===== config.mk =====
export PLATFORM = sky130hd
export DESIGN_NAME = row_half_packer
export DESIGN_NICKNAME = d
export VERILOG_FILES = /design/src/rtl/row_half_pkg.sv /design/src/rtl/narrow_bf16.sv /design/src/rtl/narrow_fp16.sv /design/src/rtl/half_lane.sv /design/src/rtl/row_half_packer.sv
export SDC_FILE = /design/constraint.sdc
export NUM_CORES = 2
export LEC_CHECK = 0
export BUFFER_PORTS_ARGS = -buffer_cell sky130_fd_sc_hd__buf_2
export CAP_MARGIN = 0
export CORE_AREA = 2 2 628 630
export DETAILED_ROUTE_END_ITERATION = 16
export DIE_AREA = 0 0 630 632
export PLACE_DENSITY = 0.35
export SLEW_MARGIN = 20
export SYNTH_ARGS = -nofsm -noshare
export SYNTH_HDL_FRONTEND = slang
export SYNTH_SLANG_ARGS = --single-unit

===== constraint.sdc =====
create_clock -name clk -period 1.2 [get_ports clk]
set_input_delay 0.24 -clock clk [delete_from_list [all_inputs] [get_ports clk]]
set_output_delay 0.24 -clock clk [all_outputs]
set_load 0.1 [all_outputs]

===== src/rtl/row_half_pkg.sv =====
package row_half_pkg;
   typedef enum logic {
      NARROW_BF16 = 1'b0,
      NARROW_FP16 = 1'b1
   } narrow_fmt_e;

   localparam int unsigned WORD_BITS = 32;
   localparam int unsigned HALF_BITS = 16;
   localparam int unsigned SEL_BITS  = 32;
endpackage


===== src/rtl/narrow_bf16.sv =====
module narrow_bf16 (
   input  logic [31:0] a,
   output logic [15:0] y
);
   logic is_nan;
   logic rnd_up;

   always_comb begin
      is_nan = (a[30:23] == 8'hFF) && (a[22:0] != 23'd0);
      rnd_up = a[15] & ((|a[14:0]) | a[16]);
      if (is_nan) y = {a[31], 8'hFF, 1'b1, a[21:16]};
      else        y = a[31:16] + {15'd0, rnd_up};
   end

   always_comb begin

      if (is_nan) bf_nan_chk: assert (y[14:6] == 9'h1FF && y[15] == a[31]);
   end
endmodule


===== src/rtl/narrow_fp16.sv =====
module narrow_fp16 (
   input  logic [31:0] a,
   output logic [15:0] y
);
   logic        sgn;
   logic [7:0]  ex;
   logic [22:0] mt;
   logic        is_nan, is_inf, too_big, is_norm;
   logic [14:0] nrm_base, nrm_val, sub_val;
   logic        nrm_up, sub_up;
   logic [4:0]  shamt;
   logic [23:0] sig;
   logic [39:0] ext;
   logic [14:0] mag;

   always_comb begin
      sgn     = a[31];
      ex      = a[30:23];
      mt      = a[22:0];
      is_nan  = (ex == 8'hFF) && (mt != 23'd0);
      is_inf  = (ex == 8'hFF) && (mt == 23'd0);
      too_big = (ex >= 8'd143);
      is_norm = (ex >= 8'd113);
      // normal path: rebias 127 -> 15
      nrm_base = {5'(ex - 8'd112), mt[22:13]};
      nrm_up   = mt[12] & ((|mt[11:0]) | mt[13]);
      nrm_val  = nrm_base + {14'd0, nrm_up};
      // subnormal path: units of 2^-24, shift = 126 - ex = 14 + shamt
      shamt   = (ex > 8'd96) ? 5'(8'd112 - ex) : 5'd16;
      sig     = {ex != 8'd0, mt};
      ext     = {sig, 16'd0} >> shamt;
      sub_up  = ext[29] & ((|ext[28:0]) | ext[30]);
      sub_val = {5'd0, ext[39:30]} + {14'd0, sub_up};
      if (is_nan)               mag = {5'h1F, 1'b1, mt[21:13]};
      else if (is_inf | too_big) mag = 15'h7C00;
      else if (is_norm)         mag = nrm_val;
      else                      mag = sub_val;
      y = {sgn, mag};
   end

   always_comb begin

      if (is_inf) fp_inf_chk: assert (y[14:0] == 15'h7C00 && y[15] == a[31]);
   end
endmodule


===== src/rtl/half_lane.sv =====
module half_lane
   import row_half_pkg::*;
(
   input  logic [WORD_BITS-1:0] elem,
   input  logic                 live,
   input  narrow_fmt_e          fmt,
   input  logic                 hi,
   output logic [WORD_BITS-1:0] lane
);
   logic [HALF_BITS-1:0] bf_val, fp_val, pick;

   narrow_bf16 u_bf (.a(elem), .y(bf_val));
   narrow_fp16 u_fp (.a(elem), .y(fp_val));

   always_comb begin
      pick = (fmt == NARROW_FP16) ? fp_val : bf_val;
      if (!live)   lane = '0;
      else if (hi) lane = {pick, {HALF_BITS{1'b0}}};
      else         lane = {{HALF_BITS{1'b0}}, pick};
   end
endmodule


===== src/rtl/row_half_packer.sv =====
module row_half_packer
   import row_half_pkg::*;
#(
   parameter int unsigned LANES     = 16,
   parameter int unsigned ROW_BYTES = 128,
   parameter int unsigned COLS_W    = 16
) (
   input  logic                     clk,
   input  logic                     rst_n,
   input  logic                     req_valid,
   input  logic [SEL_BITS-1:0]      req_sel,
   input  logic                     req_fmt,
   input  logic                     req_hi,
   input  logic [COLS_W-1:0]        cfg_colsb,
   output logic [15:0]              rd_row,
   input  logic [ROW_BYTES*8-1:0]   rd_data,
   output logic                     out_valid,
   output logic [LANES*WORD_BITS-1:0] out_vec
);
   localparam int unsigned ROW_DW  = ROW_BYTES / 4;
   localparam int unsigned RDW_W   = (ROW_DW > 1) ? $clog2(ROW_DW) : 1;
   localparam int unsigned LANE_W  = (LANES > 1) ? $clog2(LANES) : 1;
   localparam int unsigned DIDX_W  = 16 + LANE_W + 1;
   localparam int unsigned CMP_W   = ((DIDX_W + 3) > COLS_W) ? (DIDX_W + 3) : COLS_W;
   localparam int unsigned VEC_W   = LANES * WORD_BITS;

   if (ROW_BYTES % 4 != 0) begin : g_bad_row
      $error("ROW_BYTES must be a whole number of dwords");
   end
   if (LANES < 1 || LANES > 64) begin : g_bad_lanes
      $error("LANES out of supported range");
   end
   if (COLS_W < 3) begin : g_bad_cols
      $error("COLS_W too narrow");
   end

   logic [15:0]         chunk;
   logic [WORD_BITS-1:0] row_dw [ROW_DW];
   logic [LANES-1:0]    lane_live;
   logic [VEC_W-1:0]    vec_d;
   narrow_fmt_e         fmt;

   assign rd_row = req_sel[15:0];
   assign chunk  = req_sel[31:16];
   assign fmt    = narrow_fmt_e'(req_fmt);

   for (genvar k = 0; k < ROW_DW; k++) begin : g_dw
      assign row_dw[k] = rd_data[WORD_BITS*k +: WORD_BITS];
   end

   for (genvar i = 0; i < LANES; i++) begin : g_lane
      logic [DIDX_W-1:0]    didx;
      logic [CMP_W-1:0]     end_byte;
      logic                 in_row;
      logic [WORD_BITS-1:0] elem;

      always_comb begin
         didx     = DIDX_W'(chunk) * DIDX_W'(LANES) + DIDX_W'(i);
         end_byte = CMP_W'({didx, 2'b00}) + CMP_W'(4);
         in_row   = (didx < DIDX_W'(ROW_DW));
         lane_live[i] = in_row && (end_byte <= CMP_W'(cfg_colsb));
         elem = in_row ? row_dw[didx[RDW_W-1:0]] : '0;
      end

      half_lane u_lane (
         .elem (elem),
         .live (lane_live[i]),
         .fmt  (fmt),
         .hi   (req_hi),
         .lane (vec_d[WORD_BITS*i +: WORD_BITS])
      );


      dead_lane_chk: assert property (@(posedge clk) disable iff (!rst_n)
         (req_valid && !lane_live[i]) |=> (out_vec[WORD_BITS*i +: WORD_BITS] == '0));

      hi_low_zero_chk: assert property (@(posedge clk) disable iff (!rst_n)
         (req_valid && req_hi) |=> (out_vec[WORD_BITS*i +: HALF_BITS] == '0));

      lo_high_zero_chk: assert property (@(posedge clk) disable iff (!rst_n)
         (req_valid && !req_hi) |=> (out_vec[WORD_BITS*i+HALF_BITS +: HALF_BITS] == '0));
   end

   always_ff @(posedge clk or negedge rst_n) begin
      if (!rst_n) begin
         out_valid <= 1'b0;
         out_vec   <= '0;
      end else begin
         out_valid <= req_valid;
         if (req_valid) out_vec <= vec_d;
      end
   end


   strobe_follow_chk: assert property (@(posedge clk) disable iff (!rst_n)
      req_valid |=> out_valid);

   strobe_idle_chk: assert property (@(posedge clk) disable iff (!rst_n)
      !req_valid |=> !out_valid);

   hold_vec_chk: assert property (@(posedge clk) disable iff (!rst_n)
      !req_valid |=> $stable(out_vec));
endmodule


# After elaboration in Yosys (flattened, before gate mapping)
# Cells that the tools add are included.
[totals] ff_bits=513 output_inout_bits=529 word_cells=705
[classes] addsub=111 magnitude_cmp=96 eq_ne=16 shifts=16 muxes=192 bitwise=128 n_reduce_logical=144
[ops] op="32-bit binary-select mux with 5-bit select" n=16
[ops] op="32-bit 2-to-1 mux" n=80
[ops] op="15-bit 2-to-1 mux" n=48
[ops] op="40-bit by 5-bit right shift with 40-bit output" n=16
[ops] op="16-bit 2-to-1 mux" n=32
[ops] op="29-bit OR reduction" n=16
[ops] op="23-bit zero test" n=16
[ops] op="23-bit nonzero test" n=16
[ops] op="23-bit by 3-bit adder with 24-bit output (second input constant)" n=15
[ops] op="24-bit by 16-bit <= comparator with 1-bit output" n=15
[ops] op="21-bit by 6-bit less-than comparator with 1-bit output (second input constant)" n=15
[ops] op="16-bit by 1-bit adder with 16-bit output" n=16
[ops] op="15-bit by 1-bit adder with 15-bit output" n=16
[ops] op="15-bit OR reduction" n=16
[ops] op="12-bit OR reduction" n=16
[ops] op="10-bit by 1-bit adder with 11-bit output" n=16
[ops] op="20-bit by 4-bit adder with 21-bit output (second input constant)" n=8
[ops] op="8-bit == test (second input constant)" n=16
[ops] op="8-bit by 7-bit >= comparator with 1-bit output (second input constant)" n=16
[ops] op="8-bit >= comparator (second input constant)" n=16
[ops] op="8-bit by 7-bit > comparator with 1-bit output (second input constant)" n=16
[ops] op="8-bit nonzero test" n=16
[ops] op="6-bit >= comparator (second input constant)" n=16
[ops] op="5-bit NOT with 6-bit output" n=16
[ops] op="12 further kinds" n=218

# Logic depth before layout (Yosys ltp)
[logic_depth] word_depth=19 depth_mapped=36

# Hierarchy
# Synthesis repeated with hierarchy kept, for this count alone.
[hier_totals] hier_cells=10015 area_unflattened_um2=76231.9
[by_module_without_submodules] module="narrow_fp16" n_inst=16 cells_per_inst=352 area_per_inst_um2=2257.2 seq_area_each_um2=0.0
[by_module_without_submodules] module="row_half_packer" n_inst=1 cells_per_inst=2399 area_per_inst_um2=27545.2 seq_area_each_um2=12837.3
[by_module_without_submodules] module="narrow_bf16" n_inst=16 cells_per_inst=69 area_per_inst_um2=442.9 seq_area_each_um2=0.0
[by_module_without_submodules] module="half_lane" n_inst=16 cells_per_inst=55 area_per_inst_um2=342.8 seq_area_each_um2=0.0

# Worst setup path before layout
# No wires, ideal clock.
[synth_timing] path_type="input -> register" from="input port req_sel[28]" to="register out_vec[168]" setup_ns=0.125 arrival_time_ns=6.379 required_ns=1.075 slack_ns=-5.305 stages=30 path_cell_list="nor4_2 > and4_1 > buf_4 > buf_4 > buf_6 > buf_4 > buf_4 > buf_2 > buf_4 > buf_2 > buf_2 > buf_1 > nand2_1 > ha_1 > buf_1 > o221a_2 > buf_4 > nor2_1 > nand3_1 > nor4_1 > o31a_1 > and3_1 > ha_1 > inv_1 > or4_1 > a2111oi_2 > mux2i_1 > o21ai_1 > nor3_1 > nor3_1"
[synth_between] elab_chain_len=16 elab_cells_between_ends=38 classes_between="6 x add/sub; 5 x order compare; 1 x eq/ne; 1 x shift; 9 x mux; 7 x bitwise; 9 x reduce/logical"
[synth_lines] element="start: declaration" line_no="row_half_packer.sv:11" source="input logic [SEL_BITS-1:0] req_sel,"
[synth_lines] element="20-bit by 3-bit adder with 21-bit output (*)" line_no="row_half_packer.sv:58" source="didx = DIDX_W'(chunk) * DIDX_W'(LANES) + DIDX_W'(i);"
[synth_lines] element="21-bit by 6-bit less-than comparator with 1-bit output" line_no="row_half_packer.sv:60" source="in_row = (didx < DIDX_W'(ROW_DW));"
[synth_lines] element="32-bit 2-to-1 mux" line_no="row_half_packer.sv:62" source="elem = in_row ? row_dw[didx[RDW_W-1:0]] : '0;"
[synth_lines] element="8-bit by 7-bit > comparator with 1-bit output / 5-bit subtractor (equally long branches)" line_no="narrow_fp16.sv:29" source="shamt = (ex > 8'd96) ? 5'(8'd112 - ex) : 5'd16;"
[synth_lines] element="5-bit 2-to-1 mux" line_no="narrow_fp16.sv:29"
[synth_lines] element="40-bit by 5-bit right shift with 40-bit output" line_no="narrow_fp16.sv:31" source="ext = {sig, 16'd0} >> shamt;"
[synth_lines] element="29-bit OR reduction" line_no="narrow_fp16.sv:32" source="sub_up = ext[29] & ((|ext[28:0]) | ext[30]);"
[synth_lines] element="1-bit OR" line_no="narrow_fp16.sv:32"
[synth_lines] element="1-bit AND" line_no="narrow_fp16.sv:32"
[synth_lines] element="10-bit by 1-bit adder with 11-bit output" line_no="narrow_fp16.sv:33" source="sub_val = {5'd0, ext[39:30]} + {14'd0, sub_up};"
[synth_lines] element="15-bit 2-to-1 mux" line_no="narrow_fp16.sv:36" source="else if (is_norm) mag = nrm_val;"
[synth_lines] element="15-bit 2-to-1 mux" line_no="narrow_fp16.sv:35" source="else if (is_inf | too_big) mag = 15'h7C00;"
[synth_lines] element="15-bit 2-to-1 mux" line_no="narrow_fp16.sv:34" source="if (is_nan) mag = {5'h1F, 1'b1, mt[21:13]};"
[synth_lines] element="16-bit 2-to-1 mux" line_no="half_lane.sv:16" source="pick = (fmt == NARROW_FP16) ? fp_val : bf_val;"
[synth_lines] element="32-bit 2-to-1 mux" line_no="half_lane.sv:18" source="else if (hi) lane = {pick, {HALF_BITS{1'b0}}};"
[synth_lines] element="32-bit 2-to-1 mux (*)" line_no="half_lane.sv:17" source="if (!live) lane = '0;"
[synth_lines] element="end signal: assignment" line_no="row_half_packer.sv:90" source="if (req_valid) out_vec <= vec_d;"
[synth_lines] element="end: declaration" line_no="row_half_packer.sv:18" source="output logic [LANES*WORD_BITS-1:0] out_vec"
# Every way passes the cells marked *; elsewhere a longest branch is shown, timed or not.
# A chain may end at the register's enable or synchronous reset.

# Worst setup path after layout
[layout_timing] from="input port req_sel[29]" to="register out_vec[58]"
[layout_between] elab_chain_len=16 elab_cells_between_ends=39 classes_between="7 x add/sub; 5 x order compare; 1 x eq/ne; 1 x shift; 9 x mux; 7 x bitwise; 9 x reduce/logical"
[layout_lines] element="20-bit by 1-bit adder with 21-bit output (*)" line_no="row_half_packer.sv:58"
[layout_lines] element="21-bit by 6-bit less-than comparator with 1-bit output" line_no="row_half_packer.sv:60"
[layout_lines] element="32-bit 2-to-1 mux" line_no="row_half_packer.sv:62"
[layout_lines] element="8-bit by 7-bit > comparator with 1-bit output / 5-bit subtractor (equally long branches)" line_no="narrow_fp16.sv:29"
[layout_lines] element="5-bit 2-to-1 mux" line_no="narrow_fp16.sv:29"
[layout_lines] element="40-bit by 5-bit right shift with 40-bit output" line_no="narrow_fp16.sv:31"
[layout_lines] element="29-bit OR reduction" line_no="narrow_fp16.sv:32"
[layout_lines] element="1-bit OR" line_no="narrow_fp16.sv:32"
[layout_lines] element="1-bit AND" line_no="narrow_fp16.sv:32"
[layout_lines] element="10-bit by 1-bit adder with 11-bit output" line_no="narrow_fp16.sv:33"
[layout_lines] element="15-bit 2-to-1 mux" line_no="narrow_fp16.sv:36"
[layout_lines] element="15-bit 2-to-1 mux" line_no="narrow_fp16.sv:35"
[layout_lines] element="15-bit 2-to-1 mux" line_no="narrow_fp16.sv:34"
[layout_lines] element="16-bit 2-to-1 mux" line_no="half_lane.sv:16"
[layout_lines] element="32-bit 2-to-1 mux" line_no="half_lane.sv:18"
[layout_lines] element="32-bit 2-to-1 mux (*)" line_no="half_lane.sv:17"
# Marked as above.

==> qor.csv <==
metric;value;unit
status;finished, violations left;
failing checks;setup timing;
critical path arrival;5.02;ns
clock skew;0;ns
sequential-to-total area share from yosys stat;16.9;%
core area;0.391;mm2
Root Buffer;clkbuf_16;
Rows;230;
largest net degree at the start of global routing;101;
Worst Setup Slack, final;-3.11;ns
initial core utilization;19.4;%
# port buffers;1573;
Starting DRT DRC Count;8887;
TritonCTS Buffers;77;
syn_area_per_cell;7.45;um2
largest area contributor in the netlist;dfrtp_1;
critical path class;in2reg;
Die W;630;um
ys async rst share;100;%
RD Place Congestion;1.00;
Slew @ Worst Pin;0.981;ns
Main synth FF type;dfrtp_1;
Post-synth EDFFs;0;
Nets;16900;
WP data required;1.92;ns
main area contributors after synthesis;dfrtp_1, mux2i_1, nand2_1, nor2_1, o2bb2ai_1;
Crit path top cell by count;inv_2;
Reg power frac;25.8;%
drc violations;0;
initial antenna violation count;213;
critical path's slowest cell;or4_1;
max cap viols;0;
internal power;42700;uW
Synth Register Bits;513;
via count;111000;
Hold Path Class;in2reg;
Hold Violations, Final;0;
Psw;24300;uW
clock power share;36.9;%
commonest non-fill, non-tap cell in the layout;buf_4;
CTS clk-pin slew, worst paths;0.06;ns
DRT Pass-1 Iters;6;
CP cell instances;buf_6 > nor4_4 > buf_4 > nand4_4 > buf_12 > nor2_4 > inv_2 > ha_4 > and4bb_2 > o21a_4 > a211oi_4 > a21oi_2 > or4_1 > a311oi_2 > nand2_2 > inv_2 > ha_4 > inv_2 > or4_4 > buf_6 > nor4_4 > o21ai_2 > o2bb2ai_1;
Yosys warning total;0;
Die Ht;632;um
Net Count, Synth;11400;
vias in the first global route;112000;
post-layout min period;4.31;ns
DRT antenna net count;0;
total congestion overflow;0;
CTS max path bufs;4;
fmax;232;MHz
synth-to-layout area growth;87.1;%
Final setup viols;1489;
Netlist cell types;132;
Max Fanout on Critical Path;5;
Setup TNS;-1699.13;ns
crit share post-route;359;%
RSZ-0062 raised after global routing;true;
critical path launch point;req_sel[29];
R2R Path Start;out_vec[105]$_DFFE_PN0P_;
worst vdd ir;0.885;mV
htree depth;3;
switch share;36.3;%
Leakage;0.0602;uW
commonest non-fill, non-tap cells in the layout;buf_4, buf_2, nand2_1;
first-pass GRT wire length;840000;um
CTS tree;done;
Total GRT Usage;28.8;%
Post-DP HPWL;511000;um
Worst Setup End Kind;flip-flop;
R2R depth;4;
power per cell area;473;mW/mm2
slowest cell delay on critical path;0.53;ns
Logic pwr share;37.3;%
Post-Route WL;604000;um
clk sinks;513;
Synth top area share;16.9;%
utilization after layout;36.2;%
Post-Syn Area;0.0758;mm2
layout cells sized above 1;49.1;%
via/cell ratio;5.28;
Die ar.;0.398;mm2
Mapped Cells;10200;
worst hold start;req_hi;
Final Max Tran Viols;0;
post-DR wirelength/cell;28.7;um
Hold Path Depth;4;
Skew-Pair Late Insertion Delay;0.78;ns
# IOs;1606;
Rel. slew slack;34.4;%
Startpoint Class;input pin;
[metrics by stage]
| stage | power (uW) | area, um2 | std cells | hold WS (ns) | worst slack, ns |
|---|---|---|---|---|---|
| after floorplan | 26600 | 79200 | 10200 | -0.0556 | -4.44 |
| after global placement | 41200 | 130000 | 20500 | 0.239 | -4.33 |
| after global routing | 69600 | 142000 | 21000 | 0.0343 | -3.24 |
| after CTS | 67200 | 139000 | 20900 | 0.0230 | -3.11 |
| final | 67000 | 142000 | 21100 | 0.0473 | -3.11 |
| after detailed placement | 41200 | 130000 | 20500 | 0.240 | -4.24 |
[worst paths after layout]
| path | end | slack, ns |
|---|---|---|
| worst max register to register | out_vec[105]$_DFFE_PN0P_ | 0.06 |
| min in group asynchronous | out_vec[158]$_DFFE_PN0P_ | 0.09 |
| max in group asynchronous | out_vec[338]$_DFFE_PN0P_ | -0.44 |
| worst min-delay path | out_vec[181]$_DFFE_PN0P_ | 0.05 |
| worst max-delay path | out_vec[58]$_DFFE_PN0P_ | -3.11 |
| worst min register to register | out_vec[109]$_DFFE_PN0P_ | 0.54 |
[layer usage]
| layer | global-route usage (%) | vias up | wire length [um] | part of all wire [%] |
|---|---|---|---|---|
| met2 | 48.6 | 4410 | 286000 | 47 |
| li1 | - | 50500 | - | - |
| met3 | 4.11 | 1104 | 33000 | 5.5 |
| met1 | 35.5 | 55100 | 250000 | 41 |
| met4 | 14.5 | 50 | 35200 | 5.8 |
| met5 | 0 | - | 331 | 0.055 |
[cell type report]
type	count	area, um2
antenna	100	250
clock inverter	42	559
fill	41000	250000
tap	5220	6530
multi-input combinational	8750	65700
inverter	185	743
sequential	513	12800
timing repair buffer	6165	53100
clock buffer	92	2040
[synth_stat cells, types with 49 or more instances]
| library cell | n |
|---|---|
| xor2_1 | 145 |
| and3_1 | 88 |
| xnor2_1 | 356 |
| inv_1 | 178 |
| o21ai_0 | 615 |
| nand2b_1 | 59 |
| o221ai_1 | 57 |
| o32ai_1 | 80 |
| ha_1 | 117 |
| nor4_1 | 195 |
| a221oi_1 | 54 |
| a31oi_1 | 132 |
| a21oi_1 | 639 |
| nor2b_1 | 50 |
| o22ai_1 | 112 |
| nand4_1 | 216 |
| buf_6 | 65 |
| clkbuf_1 | 379 |
| or3_1 | 111 |
| o211ai_1 | 132 |
| o31ai_1 | 104 |
| nor2_1 | 941 |
| dfrtp_1 | 513 |
| nor3_1 | 477 |
| o2111ai_1 | 79 |
| mux2_2 | 293 |
| a22o_1 | 49 |
| and2_1 | 69 |
| a211oi_1 | 142 |
| nand3_1 | 423 |
| mux2i_1 | 554 |
| o2bb2ai_1 | 389 |
| buf_2 | 142 |
| nand2_1 | 997 |
| buf_4 | 86 |
[sequential cells by signal, summed over array words and instances, names as in the netlist]
register / count
out_vec: 512
out_valid: 1
[timing repair]
| action | CTS | global route |
|---|---|---|
| gates cloned | 5 | 1 |
| hold endpoints to repair | 545 | 0 |
| setup endpoints to repair | 1025 | 1478 |
| gates resized for setup | 746 | 391 |
| pin swaps | 349 | 260 |
| setup buffers | 228 | 128 |
| hold buffers | 33 | 0 |
[power by group through the flow]
stage / sequential, uW / clock, uW / combinational (uW)
after global placement: 17600 / 0 / 23600
after floorplan: 17600 / 0 / 8930
after global routing: 17300 / 26100 / 26200
after detailed placement: 17600 / 0 / 23500
after CTS: 17300 / 25500 / 24400
final: 17300 / 24800 / 25000
[critical path: cells and delay by family]
kind / cells / cell delay, ns
AOI/OAI and AO/OA: 6 / 1.26
adders and majority gates: 2 / 0.30
buffers and inverters: 7 / 0.85
and+or+nand+nor: 8 / 2.34
[logic make-up (layout without fill, tap and decap cells)]
logic type | after synthesis | in the layout | share of synthesized area, %
adders and majority gates | 117 | 117 | 1.93
other | 0 | 100 | 0
buffers and inverters | 909 | 6484 | 5.90
DFF | 513 | 513 | 16.9
muxes | 896 | 896 | 13.0
and+or+nand+nor | 3944 | 3944 | 25.8
xor gates and xnor gates | 502 | 502 | 5.81
AOI/OAI and AO/OA | 3291 | 3291 | 30.6
Power figures use the tool's default switching activity.
